## src/rtl/i2c_isr_pkg.sv

```systemverilog
// Package: flag bit positions and derived masks for the I2C status flags.
// Assumes a fixed 16-bit flag vector; bit 15 is unused and reads 0.
package i2c_isr_pkg;
    localparam int FLAG_W   = 16;
    localparam int B_TXE    = 0;
    localparam int B_TXIS   = 1;
    localparam int B_RXNE   = 2;
    localparam int B_ADDR   = 3;
    localparam int B_NACK   = 4;
    localparam int B_STOP   = 5;
    localparam int B_TC     = 6;
    localparam int B_TCR    = 7;
    localparam int B_BERR   = 8;
    localparam int B_ARLO   = 9;
    localparam int B_OVR    = 10;
    localparam int B_PEC    = 11;
    localparam int B_TMO    = 12;
    localparam int B_ALERT  = 13;
    localparam int B_DIR    = 14;

    // Flags that are set by an event pulse and cleared only by write-one-to-clear.
    localparam logic [FLAG_W-1:0] STICKY_MASK =
        (FLAG_W'(1) << B_ADDR) | (FLAG_W'(1) << B_NACK) | (FLAG_W'(1) << B_STOP) |
        (FLAG_W'(1) << B_BERR) | (FLAG_W'(1) << B_ARLO) | (FLAG_W'(1) << B_OVR)  |
        (FLAG_W'(1) << B_PEC)  | (FLAG_W'(1) << B_TMO)  | (FLAG_W'(1) << B_ALERT);

    // Flags that exist only when SMBus support is built in.
    localparam logic [FLAG_W-1:0] SMB_MASK =
        (FLAG_W'(1) << B_PEC) | (FLAG_W'(1) << B_TMO) | (FLAG_W'(1) << B_ALERT);

    // Value of the whole vector after reset or while disabled.
    localparam logic [FLAG_W-1:0] IDLE_FLAGS = FLAG_W'(1) << B_TXE;
endpackage

```

## src/rtl/i2c_isr_sticky_bank.sv

```systemverilog
// Module: bank of sticky error/event flags.
// Each kept flag is set by its event pulse and cleared by a write-one-to-clear.
// Set wins over clear at the same edge. Disable clears all flags.
// Assumes event pulses are one cycle wide; positions outside the sticky mask,
// or SMBus positions when SMBUS_EN=0, are tied to 0.
module i2c_isr_sticky_bank
    import i2c_isr_pkg::*;
#(
    parameter bit SMBUS_EN = 1'b1
) (
    input  logic              clk,
    input  logic              rst_n,
    input  logic              enable_i,
    input  logic [FLAG_W-1:0] evt_i,
    input  logic              clr_we_i,
    input  logic [FLAG_W-1:0] clr_data_i,
    output logic [FLAG_W-1:0] sticky_o
);
    localparam logic [FLAG_W-1:0] KEEP_MASK =
        SMBUS_EN ? STICKY_MASK : (STICKY_MASK & ~SMB_MASK);

    for (genvar i = 0; i < FLAG_W; i++) begin : g_bit
        if (KEEP_MASK[i]) begin : g_flop
            logic flag_q;
            // Purpose: hold one sticky flag; disable > set > clear.
            always_ff @(posedge clk) begin
                if (!rst_n || !enable_i)          flag_q <= 1'b0;
                else if (evt_i[i])                flag_q <= 1'b1;
                else if (clr_we_i && clr_data_i[i]) flag_q <= 1'b0;
            end
            assign sticky_o[i] = flag_q;
        end else begin : g_tie
            logic unused_in;
            assign unused_in   = evt_i[i] ^ clr_data_i[i];
            assign sticky_o[i] = 1'b0;
        end
    end
endmodule

```

## src/rtl/i2c_isr_tx_flags.sv

```systemverilog
// Module: transmit-empty and transmit-interrupt flags plus the software TX event.
// Transmit-empty idles at 1 (reset and disable) and can be set by a flush write.
// Transmit-interrupt may be set by software only while clock stretching is off.
// Assumes strobes are one cycle wide; set sources win over the data-register write.
module i2c_isr_tx_flags (
    input  logic clk,
    input  logic rst_n,
    input  logic enable_i,
    input  logic nostretch_i,
    input  logic tx_empty_i,
    input  logic txdr_wr_i,
    input  logic sts_we_i,
    input  logic flush_bit_i,
    input  logic txis_bit_i,
    output logic txe_o,
    output logic txis_o,
    output logic txev_o
);
    logic txe_q, txis_q, txev_q;
    logic flush_req, sw_txis_req;

    // Purpose: qualify the two software writes into the status register.
    always_comb begin
        flush_req   = sts_we_i && flush_bit_i;
        sw_txis_req = sts_we_i && txis_bit_i && nostretch_i;
    end

    // Purpose: transmit-empty flag; idle value 1.
    always_ff @(posedge clk) begin
        if (!rst_n || !enable_i)          txe_q <= 1'b1;
        else if (tx_empty_i || flush_req) txe_q <= 1'b1;
        else if (txdr_wr_i)               txe_q <= 1'b0;
    end

    // Purpose: transmit-interrupt flag; idle value 0.
    always_ff @(posedge clk) begin
        if (!rst_n || !enable_i)            txis_q <= 1'b0;
        else if (tx_empty_i || sw_txis_req) txis_q <= 1'b1;
        else if (txdr_wr_i)                 txis_q <= 1'b0;
    end

    // Purpose: one-cycle transmit event after an accepted software set.
    always_ff @(posedge clk) begin
        if (!rst_n || !enable_i) txev_q <= 1'b0;
        else                     txev_q <= sw_txis_req;
    end

    assign txe_o  = txe_q;
    assign txis_o = txis_q;
    assign txev_o = txev_q;
endmodule

```

## src/rtl/i2c_isr_xfer_flags.sv

```systemverilog
// Module: receive-not-empty, transfer-complete, reload-complete and direction.
// Each flag has its own clear route; set wins over clear at the same edge.
// Assumes pulses are one cycle wide and that reload/autoend are stable around
// the count-done pulse.
module i2c_isr_xfer_flags #(
    parameter int NB_W = 8
) (
    input  logic            clk,
    input  logic            rst_n,
    input  logic            enable_i,
    input  logic            reload_i,
    input  logic            autoend_i,
    input  logic            rx_byte_i,
    input  logic            rxdr_rd_i,
    input  logic            cnt_done_i,
    input  logic            addr_evt_i,
    input  logic            dir_i,
    input  logic            start_wr_i,
    input  logic            stop_wr_i,
    input  logic            nbytes_wr_i,
    input  logic [NB_W-1:0] nbytes_val_i,
    output logic            rxne_o,
    output logic            tc_o,
    output logic            tcr_o,
    output logic            dir_o
);
    logic rxne_q, tc_q, tcr_q, dir_q;
    logic tc_set, tcr_set, tc_clr, tcr_clr;

    // Purpose: decode set and clear conditions for the count flags.
    always_comb begin
        tcr_set = cnt_done_i && reload_i;
        tc_set  = cnt_done_i && !reload_i && !autoend_i;
        tc_clr  = start_wr_i || stop_wr_i;
        tcr_clr = nbytes_wr_i && (|nbytes_val_i);
    end

    // Purpose: receive data register holds an unread byte.
    always_ff @(posedge clk) begin
        if (!rst_n || !enable_i) rxne_q <= 1'b0;
        else if (rx_byte_i)      rxne_q <= 1'b1;
        else if (rxdr_rd_i)      rxne_q <= 1'b0;
    end

    // Purpose: transfer complete without reload or auto-end.
    always_ff @(posedge clk) begin
        if (!rst_n || !enable_i) tc_q <= 1'b0;
        else if (tc_set)         tc_q <= 1'b1;
        else if (tc_clr)         tc_q <= 1'b0;
    end

    // Purpose: byte count exhausted in reload mode.
    always_ff @(posedge clk) begin
        if (!rst_n || !enable_i) tcr_q <= 1'b0;
        else if (tcr_set)        tcr_q <= 1'b1;
        else if (tcr_clr)        tcr_q <= 1'b0;
    end

    // Purpose: capture transfer direction on an address match only.
    always_ff @(posedge clk) begin
        if (!rst_n || !enable_i) dir_q <= 1'b0;
        else if (addr_evt_i)     dir_q <= dir_i;
    end

    assign rxne_o = rxne_q;
    assign tc_o   = tc_q;
    assign tcr_o  = tcr_q;
    assign dir_o  = dir_q;
endmodule

```

## src/rtl/i2c_isr_flags.sv

```systemverilog
// Module: top of the I2C status flag block.
// Assembles the sticky bank, transmit flags and transfer flags into one
// vector and drives the masked interrupt request.
// Assumes all strobes and event pulses are synchronous to clk and one cycle wide.
module i2c_isr_flags
    import i2c_isr_pkg::*;
#(
    parameter bit SMBUS_EN = 1'b1,
    parameter int NB_W     = 8
) (
    input  logic              clk,
    input  logic              rst_n,
    input  logic              enable_i,
    input  logic              nostretch_i,
    input  logic              reload_i,
    input  logic              autoend_i,
    input  logic [FLAG_W-1:0] evt_i,
    input  logic              tx_empty_i,
    input  logic              rx_byte_i,
    input  logic              cnt_done_i,
    input  logic              dir_i,
    input  logic              clr_we_i,
    input  logic [FLAG_W-1:0] clr_data_i,
    input  logic              sts_we_i,
    input  logic [FLAG_W-1:0] sts_wdata_i,
    input  logic              txdr_wr_i,
    input  logic              rxdr_rd_i,
    input  logic              start_wr_i,
    input  logic              stop_wr_i,
    input  logic              nbytes_wr_i,
    input  logic [NB_W-1:0]   nbytes_val_i,
    input  logic [FLAG_W-1:0] irq_en_i,
    output logic [FLAG_W-1:0] flags_o,
    output logic              irq_o,
    output logic              txev_o
);
    logic [FLAG_W-1:0] sticky;
    logic              txe, txis, rxne, tc, tcr, dirf;
    logic [FLAG_W-1:0] flags;
    logic              unused_sts;

    assign unused_sts = ^sts_wdata_i[FLAG_W-1:2];

    i2c_isr_sticky_bank #(.SMBUS_EN(SMBUS_EN)) u_sticky (
        .clk        (clk),
        .rst_n      (rst_n),
        .enable_i   (enable_i),
        .evt_i      (evt_i),
        .clr_we_i   (clr_we_i),
        .clr_data_i (clr_data_i),
        .sticky_o   (sticky)
    );

    i2c_isr_tx_flags u_tx (
        .clk         (clk),
        .rst_n       (rst_n),
        .enable_i    (enable_i),
        .nostretch_i (nostretch_i),
        .tx_empty_i  (tx_empty_i),
        .txdr_wr_i   (txdr_wr_i),
        .sts_we_i    (sts_we_i),
        .flush_bit_i (sts_wdata_i[B_TXE]),
        .txis_bit_i  (sts_wdata_i[B_TXIS]),
        .txe_o       (txe),
        .txis_o      (txis),
        .txev_o      (txev_o)
    );

    i2c_isr_xfer_flags #(.NB_W(NB_W)) u_xfer (
        .clk          (clk),
        .rst_n        (rst_n),
        .enable_i     (enable_i),
        .reload_i     (reload_i),
        .autoend_i    (autoend_i),
        .rx_byte_i    (rx_byte_i),
        .rxdr_rd_i    (rxdr_rd_i),
        .cnt_done_i   (cnt_done_i),
        .addr_evt_i   (evt_i[B_ADDR]),
        .dir_i        (dir_i),
        .start_wr_i   (start_wr_i),
        .stop_wr_i    (stop_wr_i),
        .nbytes_wr_i  (nbytes_wr_i),
        .nbytes_val_i (nbytes_val_i),
        .rxne_o       (rxne),
        .tc_o         (tc),
        .tcr_o        (tcr),
        .dir_o        (dirf)
    );

    // Purpose: merge all flag sources into the published bit map.
    always_comb begin
        flags          = sticky;
        flags[B_TXE]   = txe;
        flags[B_TXIS]  = txis;
        flags[B_RXNE]  = rxne;
        flags[B_TC]    = tc;
        flags[B_TCR]   = tcr;
        flags[B_DIR]   = dirf;
    end

    assign flags_o = flags;

    // Purpose: combined interrupt request from enabled flags.
    assign irq_o = |(flags & irq_en_i);
endmodule

```

## config.mk

```make
export PLATFORM = sky130hd
export DESIGN_NAME = i2c_isr_flags
export DESIGN_NICKNAME = d
export VERILOG_FILES = /design/src/rtl/i2c_isr_pkg.sv /design/src/rtl/i2c_isr_sticky_bank.sv /design/src/rtl/i2c_isr_tx_flags.sv /design/src/rtl/i2c_isr_xfer_flags.sv /design/src/rtl/i2c_isr_flags.sv
export SDC_FILE = /design/constraint.sdc
export NUM_CORES = 1
export LEC_CHECK = 0
export BUFFER_PORTS_ARGS = -buffer_cell sky130_fd_sc_hd__buf_2
export CORE_ASPECT_RATIO = 0.9
export CORE_MARGIN = 4
export CORE_UTILIZATION = 31
export CTS_BUF_LIST = sky130_fd_sc_hd__clkbuf_4
export DETAILED_ROUTE_END_ITERATION = 10
export PLACE_DENSITY = 0.81
export SYNTH_ARGS = -nofsm -noshare
export SYNTH_HDL_FRONTEND = slang
export SYNTH_SLANG_ARGS = --single-unit
```

## constraint.sdc

```tcl
create_clock -name clk -period 1.3 [get_ports clk]
set_input_delay 0.26 -clock clk [delete_from_list [all_inputs] [get_ports clk]]
set_output_delay 0.26 -clock clk [all_outputs]
set_load 0.05 [all_outputs]
```

==> flow_summary.yaml <==
run_status:
  status: "complete, but fails checks"
  violations: "setup timing"
synth:
  synthTopCellsByCount: "16 x a21oi_1, 16 x buf_4, 16 x dfxtp_1, 14 x nor2_1, 13 x nand2_1"
  synth_compound_gate_area_share: 0.197
  yosys_warnings: 0
  synth_fa_ha_area_frac: 0
  yosysTopAreaCell: "dfxtp_1"
  synth_top_family_by_area: "compound AO/OA/AOI/OAI gates"
  synth_edf_count: 0
  synth_nets: 184
  synth_seq_cells: 16
  async_reset_ff_frac: 0
  synth.distinct_cells: 19
  synth_top_area_share: 0.413
  syn_area_sq_um: 776
  syn_avg_cell_area_sq_um: 8.17
  ys_seq_area_frac: 0.413
  synthFlopType: "dfxtp_1"
  synthMuxAreaShare: 0.0129
  netlist_instances: 95
  synth_area_leaders: "dfxtp_1 41%, buf_4 15%, a21oi_1 10%"
  synth_xor_area_frac: 0
  yosys.area_share.simple: 0.195
placed_design:
  preCtsSetupSlack_ns: -0.147
  dpl-instance-area_sq_mm: 0.00109
  io_buffers: 76
  gp_congestion: 0.750
  post-dp-hpwl_mm: 2.09
drt:
  num_vias: 881
  routed_wl_mm: 2.39
  vias_per_cell: 4.71
  dr.pass1.iters: 4
  drtIter0Drc: 30
  drc: 0
  avgRoutedWirePerCell_um: 12.8
  postRouteAntennaNets: 0
sta:
  min_period_ns: 1.63
  max_freq_mhz: 612
  hold_violations: 0
  fin_crit_sh: 1.26
  drv_slew: 0
  fin_worst_skew_ns: 0
  setup_slack_ns: -0.334
  rsz0062_at_grt: "true"
  holdWs_ns: 0.180
  final-setup-viol-count: 1
  finalSetupTns_ns: -0.334
global_route:
  grt_pass1_vias: 889
  antenna_found_initial: 0
  grt_start_max_net_pins: 13
  grt_pass1_wl_mm: 3.62
  overflow: 0
  grt_use_total: 0.139
clock_tree:
  cts_root_buf: "clkbuf_4"
  cts.path.max_buffers: 2
  clock_latency_ns: 0.28
  htreeDepth: 1
  postCtsHoldBufs: 0
  cts_tree: "yes"
  cts_sinks: 16
  cts_buffers: 3
  clk_pin_slew_ns: 0.09
  cts_setup_buffers: 0
critical_path:
  cp-end-kind: "primary output"
  path_max_fanout: 3
  critical_path_class: "flip-flop to primary output"
  critPathRequiredTime_ns: 1.04
  r2r_setup_slack_ns: 0.55
  critPathSlowestCell: "dfxtp_2"
  cp-start-kind: "flip-flop"
  worst_path_dominant_cell_family: "flip-flops"
  path_cells: "a222oi_1 -> and3_1 -> nand4_1 -> buf_6"
  max_stage_delay_ns: 0.34
  path_buf_inv: 1
  arrival_ns: 1.37
die:
  die-area_sq_mm: 0.00337
  ios: 107
  die_h_um: 55.5
  dieWidth_um: 60.7
  core_area_sq_mm: 0.00228
  std_cell_rows: 16
  start_util: 0.340
job:
  cap_violations: 0
final_layout:
  utilization: 0.493
  drive_gt1_frac: 0.550
  area_delta_synth_final_pct: 45.2
  fin_nets: 251
  n_antenna_cell: 0
  fillers: 248
  final_area_sq_mm: 0.00113
power:
  peakVddDrop_v: 0.000495
  p_leak_nw: 0.603
  power_density_mw_per_mm2: 943
worst_hold_path:
  hold_path_class: "input port to flip-flop"
-- stage by stage --
stage / std cells / power [mW]
global placement: 184 / 0.811
global route: 187 / 1.12
detailed placement: 184 / 0.819
finish: 187 / 1.06
floorplan: 95 / 0.712
CTS: 187 / 1.08
-- logic make-up after synthesis --
family / after synthesis
mux: 1
buf+inv: 20
simple gates: 33
compound gates: 24
flops: 16
other cells: 1
-- worst paths after layout --
check / startpoint / endpoint / depth (start not counted)
worst max-delay path: u_sticky.g_bit[3].g_flop.flag_q$_SDFFE_PP0P_ / irq_o / 4
worst max register to register: u_sticky.g_bit[13].g_flop.flag_q$_SDFFE_PP0P_ / u_sticky.g_bit[13].g_flop.flag_q$_SDFFE_PP0P_ / 3
worst min-delay path: nbytes_wr_i / u_xfer.tcr_o$_SDFFE_PP0P_ / 2
worst min register to register: u_tx.txe_o$_SDFFE_PP1P_ / u_tx.txe_o$_SDFFE_PP1P_ / 2
-- sequential cells by signal, summed over array words and instances, names as in the netlist --
name and cells:
u_xfer.tcr_o 1, u_xfer.dir_o 1, u_tx.txev_o 1, u_tx.txe_o 1, u_sticky.g_bit.g_flop.flag_q 9, u_xfer.rxne_o 1, u_tx.txis_o 1, u_xfer.tc_o 1
-- area by class of cell --
| type | count | area (sq um) | share of cell area |
|---|---|---|---|
| timing repair buffer | 80 | 417 | 0.370 |
| multi-input combinational | 59 | 324 | 0.288 |
| sequential | 16 | 322 | 0.286 |
| tap | 27 | 33.8 | 0.0300 |
| clock buffer | 3 | 22.5 | 0.0200 |
| inverter | 2 | 7.51 | 0.00667 |
-- layer usage --
layer  routed length [um]  share of wire  vias up  track usage
li1                     -              -      443            -
met1                  860           0.36      391        0.138
met2                 1290           0.54       45        0.263
met3                  211          0.088        2       0.0326
met4                   20         0.0084        0       0.0557
met5                    0              0        -            0
-- repair_timing --
item                                    in CTS  in global routing
endpoints found under the setup margin       1                  1
resized for setup                            4                  0
pin swaps                                    1                  1
-- cell usage in the layout (no fill, tap or decap), drive strengths merged --
cell,instances
a221oi,1
nand3,1
conb,1
a22o,1
nor4,2
and3,1
a22oi,4
a311oi,1
nand2,13
mux2i,1
a21oi,16
buf,80
nor3b,1
inv,2
nor2,14
a222oi,1
clkbuf,3
dfxtp,16
nand4,1
-- power by group --
group	internal [mW]	switching [mW]
Clock	0.107	0.141
Sequential	0.510	0.0138
Combinational	0.121	0.169
Total	0.738	0.324
Note: power is estimated with default switching activity, not from simulation.
